$ cat src/rtl/sar_seq_pkg.sv
package sar_seq_pkg;

    typedef enum logic [1:0] {
        ST_ACQ   = 2'd0,
        ST_READY = 2'd1,
        ST_TRIAL = 2'd2
    } seq_state_t;

    localparam logic [1:0] SPD_NORMAL  = 2'b00;
    localparam logic [1:0] SPD_FAST    = 2'b01;
    localparam logic [1:0] SPD_IMPULSE = 2'b10;

    typedef struct packed {
        logic [1:0] mode;
        logic [1:0] range;
        logic       twos;
    } conv_cfg_t;

endpackage

$ cat src/rtl/sar_seq_timing.sv
module sar_seq_timing #(
    parameter int FAST_CLKS = 4,
    parameter int NORM_CLKS = 5,
    parameter int IMP_CLKS  = 6
) (
    input  logic       clk,
    input  logic       rst_n,
    input  logic       load,
    input  logic       run,
    input  logic [1:0] mode,
    output logic       trial_end
);
    import sar_seq_pkg::*;

    localparam int MAX_AB = (FAST_CLKS > NORM_CLKS) ? FAST_CLKS : NORM_CLKS;
    localparam int MAX_C  = (MAX_AB > IMP_CLKS) ? MAX_AB : IMP_CLKS;
    localparam int TCW    = $clog2(MAX_C + 1);

    logic [TCW-1:0] len_m1;
    logic [TCW-1:0] tick_q;

    // per-trial length chosen by the captured speed mode
    always_comb begin
        unique case (mode)
            SPD_FAST:    len_m1 = TCW'(FAST_CLKS - 1);
            SPD_IMPULSE: len_m1 = TCW'(IMP_CLKS - 1);
            default:     len_m1 = TCW'(NORM_CLKS - 1);
        endcase
    end

    assign trial_end = run && (tick_q == len_m1);

    always_ff @(posedge clk or negedge rst_n) begin
        if (!rst_n) begin
            tick_q <= '0;
        end else if (load) begin
            tick_q <= '0;
        end else if (run) begin
            tick_q <= trial_end ? '0 : tick_q + 1'b1;
        end
    end

endmodule

$ cat src/rtl/sar_seq_search.sv
module sar_seq_search #(
    parameter int W = 16
) (
    input  logic         clk,
    input  logic         rst_n,
    input  logic         load,
    input  logic         step,
    input  logic         cmp_in,
    output logic [W-1:0] trial_code,
    output logic [W-1:0] next_code,
    output logic         last_bit
);
    localparam int IDXW = $clog2(W);

    logic [W-1:0]    code_q;
    logic [IDXW-1:0] idx_q;

    // each bit: decided when under trial, set when it is the next trial
    for (genvar i = 0; i < W; i++) begin : g_bit
        localparam logic [IDXW-1:0] SELF = IDXW'(i);
        localparam logic [IDXW-1:0] NXT  = IDXW'((i + 1) % W);
        localparam bit              HAS_NXT = (i < W - 1);
        assign next_code[i] = (idx_q == SELF) ? cmp_in :
                              ((HAS_NXT && (idx_q == NXT)) ? 1'b1 : code_q[i]);
    end

    assign trial_code = code_q;
    assign last_bit   = (idx_q == '0);

    always_ff @(posedge clk or negedge rst_n) begin
        if (!rst_n) begin
            code_q <= '0;
            idx_q  <= '0;
        end else if (load) begin
            code_q <= {1'b1, {(W-1){1'b0}}};
            idx_q  <= IDXW'(W - 1);
        end else if (step) begin
            code_q <= next_code;
            if (idx_q != '0) begin
                idx_q <= idx_q - 1'b1;
            end
        end
    end

endmodule

$ cat src/rtl/sar_seq_idle_mon.sv
module sar_seq_idle_mon #(
    parameter int IDLE_MAX = 50000
) (
    input  logic clk,
    input  logic rst_n,
    input  logic conv_start,
    input  logic conv_done,
    input  logic fast_mode,
    output logic overrun,
    output logic stale_pend
);
    localparam int CW = $clog2(IDLE_MAX + 1);

    logic [CW-1:0] cnt_q;
    logic          armed_q;

    always_ff @(posedge clk or negedge rst_n) begin
        if (!rst_n) begin
            cnt_q      <= '0;
            armed_q    <= 1'b0;
            overrun    <= 1'b0;
            stale_pend <= 1'b0;
        end else if (conv_start) begin
            cnt_q   <= '0;
            armed_q <= 1'b0;
        end else if (conv_done) begin
            cnt_q      <= '0;
            armed_q    <= fast_mode;
            stale_pend <= 1'b0;
        end else if (armed_q) begin
            if (cnt_q == CW'(IDLE_MAX)) begin
                overrun    <= 1'b1;
                stale_pend <= 1'b1;
                armed_q    <= 1'b0;
            end else begin
                cnt_q <= cnt_q + 1'b1;
            end
        end
    end

endmodule

$ cat src/rtl/sar_seq_format.sv
module sar_seq_format #(
    parameter int W = 16
) (
    input  logic [W-1:0] raw,
    input  logic [1:0]   range,
    input  logic         twos,
    output logic [W-1:0] coded
);
    logic flip;

    assign flip  = range[1] && twos;
    assign coded = flip ? {~raw[W-1], raw[W-2:0]} : raw;

endmodule

$ cat src/rtl/sar_seq.sv
module sar_seq #(
    parameter int W         = 16,
    parameter int FAST_CLKS = 4,
    parameter int NORM_CLKS = 5,
    parameter int IMP_CLKS  = 6,
    parameter int ACQ_CLKS  = 4,
    parameter int IDLE_MAX  = 50000
) (
    input  logic         clk,
    input  logic         rst_n,
    input  logic         conv_start_n,
    input  logic         cmp_in,
    input  logic [1:0]   mode_sel,
    input  logic [1:0]   range_sel,
    input  logic         twos_sel,
    output logic         busy,
    output logic [W-1:0] dac_code,
    output logic [W-1:0] result,
    output logic [1:0]   range_act,
    output logic         result_bad,
    output logic         idle_overrun
);
    import sar_seq_pkg::*;

    localparam int ACW = $clog2(ACQ_CLKS + 1);

    seq_state_t     state_q, state_d;
    conv_cfg_t      cfg_q;
    logic           start_q;
    logic           start_fall;
    logic           conv_start;
    logic           conv_done;
    logic           run;
    logic           trial_end;
    logic           last_bit;
    logic           acq_done;
    logic           stale_pend;
    logic [ACW-1:0] acq_cnt;
    logic [W-1:0]   trial_code;
    logic [W-1:0]   next_code;
    logic [W-1:0]   coded;

    assign start_fall = start_q && !conv_start_n;
    assign acq_done   = (acq_cnt == ACW'(ACQ_CLKS - 1));
    assign conv_start = (state_q == ST_READY) && start_fall;
    assign conv_done  = (state_q == ST_TRIAL) && trial_end && last_bit;

    // state register
    always_ff @(posedge clk or negedge rst_n) begin
        if (!rst_n) begin
            state_q <= ST_ACQ;
        end else begin
            state_q <= state_d;
        end
    end

    // next state
    always_comb begin
        state_d = state_q;
        unique case (state_q)
            ST_ACQ:   if (acq_done)   state_d = ST_READY;
            ST_READY: if (start_fall) state_d = ST_TRIAL;
            ST_TRIAL: if (conv_done)  state_d = ST_ACQ;
            default:                  state_d = ST_ACQ;
        endcase
    end

    // state outputs
    always_comb begin
        busy     = 1'b0;
        run      = 1'b0;
        dac_code = '0;
        unique case (state_q)
            ST_TRIAL: begin
                busy     = 1'b1;
                run      = 1'b1;
                dac_code = trial_code;
            end
            default: ;
        endcase
    end

    // edge detect, acquisition timer, captured settings, result register
    always_ff @(posedge clk or negedge rst_n) begin
        if (!rst_n) begin
            start_q    <= 1'b1;
            acq_cnt    <= '0;
            cfg_q      <= '0;
            result     <= '0;
            result_bad <= 1'b0;
        end else begin
            start_q <= conv_start_n;
            acq_cnt <= (state_q == ST_ACQ && !acq_done) ? acq_cnt + 1'b1 : '0;
            if (conv_start) begin
                cfg_q.mode  <= mode_sel;
                cfg_q.range <= range_sel;
                cfg_q.twos  <= twos_sel;
            end
            if (conv_done) begin
                result     <= coded;
                result_bad <= stale_pend;
            end
        end
    end

    assign range_act = cfg_q.range;

    sar_seq_timing #(
        .FAST_CLKS(FAST_CLKS),
        .NORM_CLKS(NORM_CLKS),
        .IMP_CLKS (IMP_CLKS)
    ) u_timing (
        .clk      (clk),
        .rst_n    (rst_n),
        .load     (conv_start),
        .run      (run),
        .mode     (cfg_q.mode),
        .trial_end(trial_end)
    );

    sar_seq_search #(.W(W)) u_search (
        .clk       (clk),
        .rst_n     (rst_n),
        .load      (conv_start),
        .step      (trial_end),
        .cmp_in    (cmp_in),
        .trial_code(trial_code),
        .next_code (next_code),
        .last_bit  (last_bit)
    );

    sar_seq_format #(.W(W)) u_format (
        .raw  (next_code),
        .range(cfg_q.range),
        .twos (cfg_q.twos),
        .coded(coded)
    );

    sar_seq_idle_mon #(.IDLE_MAX(IDLE_MAX)) u_idle (
        .clk       (clk),
        .rst_n     (rst_n),
        .conv_start(conv_start),
        .conv_done (conv_done),
        .fast_mode (cfg_q.mode == SPD_FAST),
        .overrun   (idle_overrun),
        .stale_pend(stale_pend)
    );

endmodule

$ cat config.mk
export PLATFORM = sky130hd
export DESIGN_NAME = sar_seq
export DESIGN_NICKNAME = d
export VERILOG_FILES = /design/src/rtl/sar_seq_pkg.sv /design/src/rtl/sar_seq_timing.sv /design/src/rtl/sar_seq_search.sv /design/src/rtl/sar_seq_idle_mon.sv /design/src/rtl/sar_seq_format.sv /design/src/rtl/sar_seq.sv
export SDC_FILE = /design/constraint.sdc
export NUM_CORES = 1
export LEC_CHECK = 0
export BUFFER_PORTS_ARGS = -buffer_cell sky130_fd_sc_hd__buf_2
export CORE_ASPECT_RATIO = 2
export CORE_MARGIN = 5
export CORE_UTILIZATION = 50
export DETAILED_ROUTE_END_ITERATION = 7
export PLACE_DENSITY = 0.71
export SLEW_MARGIN = 20
export SYNTH_ARGS = -nofsm -noshare
export SYNTH_HDL_FRONTEND = slang
export SYNTH_SLANG_ARGS = --single-unit
$ cat constraint.sdc
create_clock -name clk -period 5.8 [get_ports clk]
set_clock_uncertainty 0.1 [all_clocks]
set_input_delay 0.29 -clock clk [delete_from_list [all_inputs] [get_ports clk]]
set_output_delay 0.29 -clock clk [all_outputs]
set_load 0.02 [all_outputs]
==> results.md, run 1 <==
* Static leakage power at 0.001936 µW
* Die area at 0.008786 mm²
* Worst path cell trace: nand2b_1 -> inv_1 -> o2111ai_2 -> buf_4 -> nand2_1 -> nor2_1
* Asr flop ratio synth at 100.0%
* Slowest stage delay, CP at 0.47 ns
* Count of cell types in the netlist at 49
* Avg Cell Area, Syn at 9.804 µm²
* Clock sink count at 70
* Clock Latency Late Sink at 0.33 ns
* Vias/cell at 5.549
* HPWL Detailed at 5.208 mm
* Largest net degree at the start of global routing at 71
* Final ANT Viol Nets at 0
* Seq/Total Area, Yosys at 50.65%
* Antenna violations before repair at 0
* Setup violators final at 0
* Placed insts at 472
* Area of the core at 0.006833 mm²
* Slew margin rel. at 42.15%
* Top-count cell post-synth: dfrtp_1
* Ratio of cells with drive above 1 in the final layout at 19.35%
* Filler Cells Inserted at 619
* CTS Root Cell: clkbuf_16
* Reg clk slew, reported paths at 0.05 ns
* Routed vias at 2708
* Hold Fails Final Rpt at 0
* Number of synthesized flops with an enable pin at 0
* Yosys Warn Count at 0
* Yosys reg bits at 70
* Worst R2R Start: state_q[0]
* Fin crit share at 41.34%
* DRC errors left at 0
* Power Dens Cells at 363.8 mW/mm²
* Top_reg_cell synth: dfrtp_1
* Final setup TNS at 0 ns
* Maxcap violations at 0
* Drt wl/cell at 15.21 µm
* IO Pins at 46
* Leading area contributor after synthesis: dfrtp_1
* Placed cell areas at 0.003749 mm²
* CP Launch Point: state_q[0]
* GRT overflow at 0
* Reg area at 0.001753 mm²
* RSZ-0062 raised after global routing: no
* Peak supply drop at 282.3 µV
* Worst Path Class, Setup: reg -> reg
* DRT Wirelength at 7.422 mm
* Worst EP arrival at 2.48 ns
* Area growth syn-to-layout at 16.38%
* Synth Net Count at 373
* Worst Setup Start Kind: register
* GPL Wtd Cong at 0.8365
* Fin area at 0.004028 mm²
* Clock buffer depth at 2
* DRT iter0 DRCs at 145
* Initial cell density of the core at 50.65%
* 1st-pass router iterations at 4
* Worst endpoint required time at 5.89 ns
* All-layer global routing usage at 19.43%
* Critical Path Fanout Max at 33
* Slowest cell on crit path: inv_1
* Netlist Area Pre-Place at 0.003461 mm²
* Worst setup EP type: register
* Max frequency at 417.1 MHz
* IO Port Bufs at 45
* TritonCTS clock tree: done
* H-tree depth at 3
* Multi-input logic area at 0.001572 mm²
* R2R setup slack at 3.40 ns
* # nets final at 414
* Vias in the first global route at 2736
* Row count at 43
* Status: finished, final reports clean
* Die Y at 127.7 µm
* Inserted Diodes at 0
* Period minus WS final at 2.398 ns
* Post-Synthesis Cells at 353
* CTS resizes at 0
* Hold crit path type: in -> async
* First-pass GRT wire length at 12.99 mm
* Final Non-Filler Cells at 488
* Tightest Pin Transition at 0.8678 ns
* Area contributors post-synth: dfrtp_1, o21ai_0, ha_1
* DIE WIDTH at 68.83 µm
* Commonest cells post-synth: dfrtp_1, o21ai_0, nor2_1, nand3_1, nand2_1
* Top cell type's share of synthesized area at 49.89%
* CTS buffer count at 9
* Slew Viols, Final at 0
## repair_timing
action                                 4_1_cts  5_1_grt
endpoints found under the hold margin        1        0
buffers inserted                             0        0
hold buffers                                 1        0
## critical path, delay by kind of cell (launching register included)
family | cells | cell delay (ns)
and+or+nand+nor | 3 | 0.81
buffers and inverters | 2 | 0.73
DFF | 1 | 0.43
AOI/OAI and AO/OA | 1 | 0.18
## per-stage QoR
step | hold WS (ns) | setup slack (ns) | power [µW] | util, %
after CTS | 0.07959 | 3.354 | 1480 | 58.95
after global routing | 0.08784 | 3.116 | 1557 | 58.95
after floorplan | -0.1056 | 3.790 | 870.2 | -
after global placement | 0.3067 | 3.470 | 953.3 | 54.86
after detailed placement | 0.3091 | 3.349 | 979.7 | 54.86
final | 0.05718 | 3.402 | 1465 | 58.95
## worst paths after layout
path / end / cells past startpoint
setup / recovery: u_idle.cnt_q[3] / 6
hold reg to reg: u_idle.overrun / 1
max in group asynchronous: cfg_q[0] / 2
hold / removal: u_idle.cnt_q[11] / 2
min in group clk: range_act[0] / 2
setup reg to reg: u_idle.cnt_q[3] / 6
## power breakdown
| part | switching [µW] | internal (µW) |
|---|---|---|
| Sequential | 58.0 | 557 |
| Clock | 184 | 310 |
| Combinational | 224 | 134 |
| Total | 465 | 1000 |
## state kept, by name, summed over array words and instances, names as in the netlist, 2 cells and up
name,cells
result,16
u_idle.cnt_q,16
u_search.trial_code,16
u_search.idx_q,4
acq_cnt,3
cfg_q,3
u_timing.tick_q,3
range_act,2
state_q,2
## layout by cell type, fill, tap and decap left out, drive strengths merged, types with 3 or more instances in the layout
| master | instances |
|---|---|
| dfrtp | 69 |
| buf | 49 |
| o21ai | 36 |
| nor2 | 29 |
| nand3 | 25 |
| nand2 | 24 |
| and2 | 16 |
| inv | 15 |
| o22ai | 14 |
| clkbuf | 14 |
| a21oi | 12 |
| ha | 11 |
| xor2 | 9 |
| nand2b | 8 |
| mux2 | 8 |
| nand4 | 5 |
| and3 | 5 |
| xnor2 | 4 |
| or3 | 4 |
| nor4 | 3 |
| a21o | 3 |
| and4 | 3 |
| nor3b | 3 |
## metal layers
metal | routed length [µm] | part of all wire [%] | global-route usage (%) | vias to the layer above
li1 | - | - | - | 1325
met1 | 3238 | 44 | 25.92 | 1308
met2 | 3637 | 49 | 29.63 | 66
met3 | 399 | 5.4 | 4.561 | 9
met4 | 146 | 2.0 | 8.506 | 0
met5 | 0 | 0 | 0 | -
## final cells by class
class                      instances  share of cell area [%]
tap                               90                   2.796
inverter                          15                   1.398
timing repair buffer              50                   6.586
sequential                        70                   43.52
clock inverter                     1                  0.1243
clock buffer                      14                   6.555
multi-input combinational        248                   39.02
## cell families after synthesis
group | count (synthesis) | synth area share [%]
muxes | 10 | 3.182
buffers and inverters | 35 | 4.121
adders and majority gates | 11 | 3.977
AOI/OAI and AO/OA | 79 | 13.99
xor gates and xnor gates | 13 | 3.290
and+or+nand+nor | 135 | 20.79
DFF | 70 | 50.65
Power figures use the tool's default switching activity.
==> inputs of run 2 (changes only) <==
clock period = 2.3 ns   (was 5.8 ns; I/O delays follow)
==> run 2 against run 1 <==
  * Clock power rose to 3.1 times the previous value
  * Hold slack worse by 0.018 ns
  * Cell area up 4.4%
  * Sequential cell count unchanged
  * Sequential power rose to 2.5 times the previous value
  * Clock-buffer cell count down 1
==> results.md, run 2 (synthesis results as in run 1) <==
* Drt wl/cell at 14.99 µm (-1.5%)
* Worst endpoint required time at 2.09 ns (-3.80 ns)
* Area of the core at 0.006833 mm² (unchanged)
* Peak supply drop at 697.6 µV (+150%)
* Vias in the first global route at 2848 (+4.1%)
* Clk pwr share at 38.2% (+4.5 points)
* Clock Latency Late Sink at 0.33 ns (about the same)
* Slew Viols, Final at 0 (unchanged)
* Tightest Pin Transition at 0.7779 ns (-0.08988 ns)
* Hold Path Depth at 2
* Power Dens Cells at 944.3 mW/mm² (+160%)
* Vias/cell at 5.584 (+0.63%)
* Max frequency at 488.0 MHz
* Worst EP arrival at 1.83 ns (-0.65 ns)
* R2R setup slack at 0.28 ns (-3.12 ns)
* Reg clk slew, reported paths at 0.05 ns (about the same)
* Clock buffer depth at 2 (unchanged)
* Antenna violations before repair at 0 (unchanged)
* Fin crit share at 89.09%
* Logic pwr share at 23.0% (-1.4 points)
* IO Pins at 46 (unchanged)
* M1 WL at 3.239 mm (about the same)
* Critical Path Fanout Max at 15 (-55%)
* GRT overflow at 0 (unchanged)
* R2r endpoint: result[15]
* Worst R2R Start: u_search.idx_q[0]
* Uppermost routed layer: met4
* Final ANT Viol Nets at 0 (unchanged)
* # nets final at 425 (+2.7%)
* Inserted Diodes at 0 (unchanged)
* Clock sink count at 70 (unchanged)
* Hold Fails Final Rpt at 0 (unchanged)
* Setup violators final at 0 (unchanged)
* Hold crit path type: in -> reg
* Maxcap violations at 0 (unchanged)
* Register-to-Register Path Depth at 7 (+1)
* Routed vias at 2792 (+3.1%)
* H-tree depth at 3 (unchanged)
* Ratio of cells with drive above 1 in the final layout at 20.73% (+1.4 points)
* Static leakage power at 0.002025 µW (+4.6%)
* First-pass GRT wire length at 12.80 mm (-1.4%)
* Worst Path Class, Setup: reg -> out
* Met3 Routed Length at 314 µm (-21%)
* Worst Hold Endpoint: result[0]
* Row count at 43 (unchanged)
* Internal power at 2802 µW (+180%)
* Sw Ratio at 29.41% (-2.3 points)
* Hold buffer count at cts at 7 (+6)
* Die Y at 127.7 µm (unchanged)
* Worst Min Path Start: cmp_in
* Part of the power in registers at 38.9% (-3.1 points)
* Hold Slack at 0.03869 ns (-0.01849 ns)
* Die area at 0.008786 mm² (unchanged)
* RSZ-0062 raised after global routing: no
* GPL Wtd Cong at 0.8479 (+1.4%)
* Initial cell density of the core at 50.65% (unchanged)
* Period minus WS final at 2.049 ns
* HPWL Detailed at 5.317 mm (+2.1%)
* DRC errors left at 0 (unchanged)
* CTS Root Cell: clkbuf_16
* All-layer global routing usage at 19.07% (-0.36 points)
* Most frequent cells in the layout: dfrtp_1, buf_2, o21ai_0
* DIE WIDTH at 68.83 µm (unchanged)
* Slew margin rel. at 48.14% (+6.0 points)
* CTS buffer count at 9 (unchanged)
* Worst setup EP type: output port
* DRT iter0 DRCs at 162 (+12%)
* CTS resizes at 0 (unchanged)
* Status: finished, final reports clean
* Commonest non-fill, non-tap cell in the layout: dfrtp_1
* Worst Setup Start Kind: register
* Metal2 WL at 3.834 mm (+5.4%)
* DRT Wirelength at 7.494 mm (+0.97%)
* TritonCTS clock tree: done
* Largest net degree at the start of global routing at 34 (-52%)
* Psw at 1168 µW (+150%)
* IO Port Bufs at 45 (unchanged)
* Setup Buffers After CTS at 0 (unchanged)
* 1st-pass router iterations at 4 (unchanged)
* Area growth syn-to-layout at 21.48%
* Final setup TNS at 0 ns (unchanged)
## run 2: cell count changes in the layout (fill, tap and decap cells not counted), sizes merged
cell         change
buf              +5
clkbuf           -1
bufinv           +2
dlygate4sd3      +6
## run 2: worst max-delay path: stages, from the launching register on
cell,delay [ns]
dfrtp_1,0.44
nand2b_1,0.26
inv_1,0.25
buf_4,0.24
and2_1,0.15
buf_2,0.16
## run 2: per-layer routing
layer  GRT usage, %  up-vias
li1               -     1346
met1          23.96     1376
met2          30.65       62
met3          4.649        8
met4          7.931        0
met5              0        -
## run 2: worst max-delay path by stage
stage                       from  cells past startpoint  slack, ns                to
4_1_cts               state_q[0]                      5       0.21       dac_code[3]
6_report              state_q[0]                      5       0.25       dac_code[1]
3_3_place_gp            cfg_q[3]                      5       0.31        result[11]
5_1_grt        u_search.idx_q[0]                      7       0.12        result[15]
3_5_place_dp            cfg_q[3]                      5       0.27        result[11]
2_1_floorplan  u_search.idx_q[0]                      7       0.34  u_idle.cnt_q[10]
## run 2: power groups by stage
stage / Clock, µW / Combinational [µW] / Sequential, µW
after CTS: 1540 / 922 / 1550
after floorplan: 0 / 670 / 1520
final: 1510 / 911 / 1540
after detailed placement: 0 / 911 / 1570
after global placement: 0 / 868 / 1550
after global routing: 1600 / 1040 / 1570
## run 2: layout make-up
type / instances / area [µm²]
clock buffers: 13 / 270.3
multi-input cells: 248 / 1572
inverters: 15 / 56.30
well taps: 90 / 112.6
flip-flops and latches: 70 / 1753
fillers: 597 / 2629
repair buffers: 61 / 375.4
clock inverters: 3 / 65.06
## run 2: per-stage QoR
stage | cell area [µm²] | total power (µW) | util (%) | cells | worst slack (ns)
3_3_place_gp | 3799 | 2419 | 55.59 | 477 | 0.3057
2_1_floorplan | 3461 | 2194 | - | 353 | 0.3365
4_1_cts | 4204 | 4005 | 61.53 | 500 | 0.2102
5_1_grt | 4204 | 4210 | 61.53 | 500 | 0.1153
6_report | 4204 | 3970 | 61.53 | 500 | 0.2510
3_5_place_dp | 3799 | 2477 | 55.59 | 477 | 0.2723
==> inputs of run 3 (changes only) <==
BUFFER_PORTS_ARGS = default   (was -buffer_cell sky130_fd_sc_hd__buf_2)
DONT_BUFFER_PORTS = 1   (was default)
PLACE_DENSITY = default   (was 0.71)
==> run 3 against run 2 <==
  * Non-clock buffer count shrank 43
  * Global-route usage grew 0.091 points
  * First-iteration DRC count down 5.6%
  * Maximum frequency down 3.3%
  * Critical endpoint is now dac_code[0]
  * Sequential cell count unchanged
  * Critical path depth down 1
  * Routed wire length is 0.21% higher
  * Hold slack improved by 0.019 ns
  * Via count is 5.9% lower
  * Sequential power barely moved
  * Core utilization fell by 3.1 points
==> results.md, run 3 (synthesis results as in run 1) <==
* Row count at 43 (unchanged)
* DRT iter0 DRCs at 153 (-5.6%)
* TritonCTS clock tree: done
* R2R setup slack at 0.24 ns (-0.04 ns)
* IO Pins at 46 (unchanged)
* Clock buffer depth at 2 (unchanged)
* GRT overflow at 0 (unchanged)
* Worst Setup Start Kind: register
* Final Util at 58.47% (-3.1 points)
* Power Dens Cells at 972.5 mW/mm² (+3.0%)
* Setup violators final at 0 (unchanged)
* Slew Viols, Final at 0 (unchanged)
* Routed vias at 2627 (-5.9%)
* # nets final at 382 (-10%)
* CTS Root Cell: clkbuf_16
* Reg clk slew, reported paths at 0.05 ns (about the same)
* GPL Wtd Cong at 0.8259 (-2.6%)
* Largest net degree at the start of global routing at 71 (+110%)
* Tightest Pin Transition at 0.4861 ns (-0.2917 ns)
* All-layer global routing usage at 19.16% (+0.091 points)
* Vias/cell at 5.761 (+3.2%)
* DIE WIDTH at 68.83 µm (unchanged)
* Initial cell density of the core at 50.65% (unchanged)
* DRT Wirelength at 7.510 mm (+0.21%)
* First-pass GRT wire length at 12.68 mm (-0.91%)
* R2r endpoint: u_idle.armed_q
* Clock Latency Late Sink at 0.33 ns (about the same)
* Area of the core at 0.006833 mm² (unchanged)
* Final ANT Viol Nets at 0 (unchanged)
* Clock sink count at 70 (unchanged)
* Hold crit path type: in -> reg
* CTS buffer count at 9 (unchanged)
* Worst EP arrival at 1.90 ns (+0.07 ns)
* Placed cell areas at 0.003561 mm² (-6.3%)
* CP Launch Point: state_q[0]
* Drt wl/cell at 16.47 µm (+9.9%)
* Final WS setup at 0.1801 ns (-0.07092 ns)
* Fin crit share at 92.17% (+3.1 points)
* Status: finished, final reports clean
* Worst Path Class, Setup: reg -> out
* Worst endpoint required time at 2.09 ns (about the same)
* IO Port Bufs at 0 (-100%)
* Most frequent cells in the layout: dfrtp_1, o21ai_0, nor2_1
* Commonest non-fill, non-tap cell in the layout: dfrtp_1
* Inserted Diodes at 0 (unchanged)
* DRC errors left at 0 (unchanged)
* Vias in the first global route at 2644 (-7.2%)
* Antenna violations before repair at 0 (unchanged)
* Maxcap violations at 0 (unchanged)
* RSZ-0062 raised after global routing: no
* 1st-pass router iterations at 4 (unchanged)
* Area growth syn-to-layout at 15.44%
* HPWL Detailed at 5.172 mm (-2.7%)
* Ratio of cells with drive above 1 in the final layout at 11.20% (-9.5 points)
* Setup Buffers After CTS at 0 (unchanged)
* Static leakage power at 0.001854 µW (-8.5%)
* CP endpoint: dac_code[0]
* Worst setup EP type: output port
* Die area at 0.008786 mm² (unchanged)
* Peak supply drop at 740.0 µV (+6.1%)
* Filler Cells Inserted at 619 (+3.7%)
* Final setup TNS at 0 ns (unchanged)
* Pre-CTS setup slack at 0.1362 ns (-0.1362 ns)
* Critical Path Fanout Max at 15 (unchanged)
* H-tree depth at 3 (unchanged)
* Max frequency at 471.7 MHz (-3.3%)
* Die Y at 127.7 µm (unchanged)
* Hold Fails Final Rpt at 0 (unchanged)
* Worst R2R Start: u_idle.cnt_q[7]
* Period minus WS final at 2.120 ns (+0.07092 ns)
* Slew margin rel. at 67.59% (+19 points)
* Register-to-Register Path Depth at 4 (-3)
* Worst Min Path Start: cmp_in
* Fin area at 0.003995 mm² (-5.0%)
## run 3: changes by cell type in the layout (fill, tap and decap cells not counted), sizes merged
| cell | previous run | this run |
|---|---|---|
| clkbuf | 13 | 12 |
| clkinvlp | 0 | 1 |
| buf | 54 | 10 |
| bufinv | 2 | 1 |
| dlygate4sd3 | 7 | 8 |
## run 3: final cells by class
class | count | area, µm² | area share, %
clock buffers | 12 | 266.5 | 6.671
clock inverters | 3 | 42.54 | 1.065
inverters | 15 | 56.30 | 1.409
multi-input cells | 248 | 1589 | 39.77
flip-flops and latches | 70 | 1753 | 43.88
well taps | 90 | 112.6 | 2.819
repair buffers | 18 | 175.2 | 4.385
## run 3: layer usage
metal / routed length (µm) / GRT usage, % / part of all wire, % / vias to the layer above
li1: - / - / - / 1259
met1: 3243 / 25.26 / 43 / 1287
met2: 3691 / 29.24 / 49 / 71
met3: 426 / 6.053 / 5.7 / 10
met4: 148 / 7.011 / 2.0 / 0
met5: 0 / 0 / 0 / -
## run 3: where the power goes
| group | leakage (µW) | internal [µW] | total [µW] | switching, µW |
|---|---|---|---|---|
| clock | 0.000151 | 918 | 1410 | 488 |
| sequential | 0.000856 | 1400 | 1570 | 171 |
| combinational | 0.000847 | 365 | 904 | 540 |
## run 3: critical path, stage by stage, from the launching register on
cell and delay [ns]:
dfrtp_1 0.44, nand2b_1 0.27, inv_1 0.27, buf_4 0.29
and2_1 0.29
## run 3: worst min path at each step
stage | endpoint | cells after the start
2_1_floorplan | acq_cnt[0] | 0
3_3_place_gp | u_idle.cnt_q[10] | 0
3_5_place_dp | u_idle.cnt_q[9] | 0
4_1_cts | result[7] | 4
5_1_grt | result[7] | 4
6_report | result[7] | 4
## run 3: what timing repair did
action                                  CTS  global route
hold endpoints to repair                 79             0
resized for setup                         0             2
endpoints found under the setup margin    0            30
hold buffers                              9             0
## run 3: stage by stage
stage                     hold WS (ns)  total power (µW)  std cells
after global routing            0.1042              4099        456
after floorplan                -0.2806              2194        353
after detailed placement       -0.2782              2440        432
final                          0.05746              3885        456
after global placement         -0.2782              2398        432
after CTS                      0.03910              3904        456
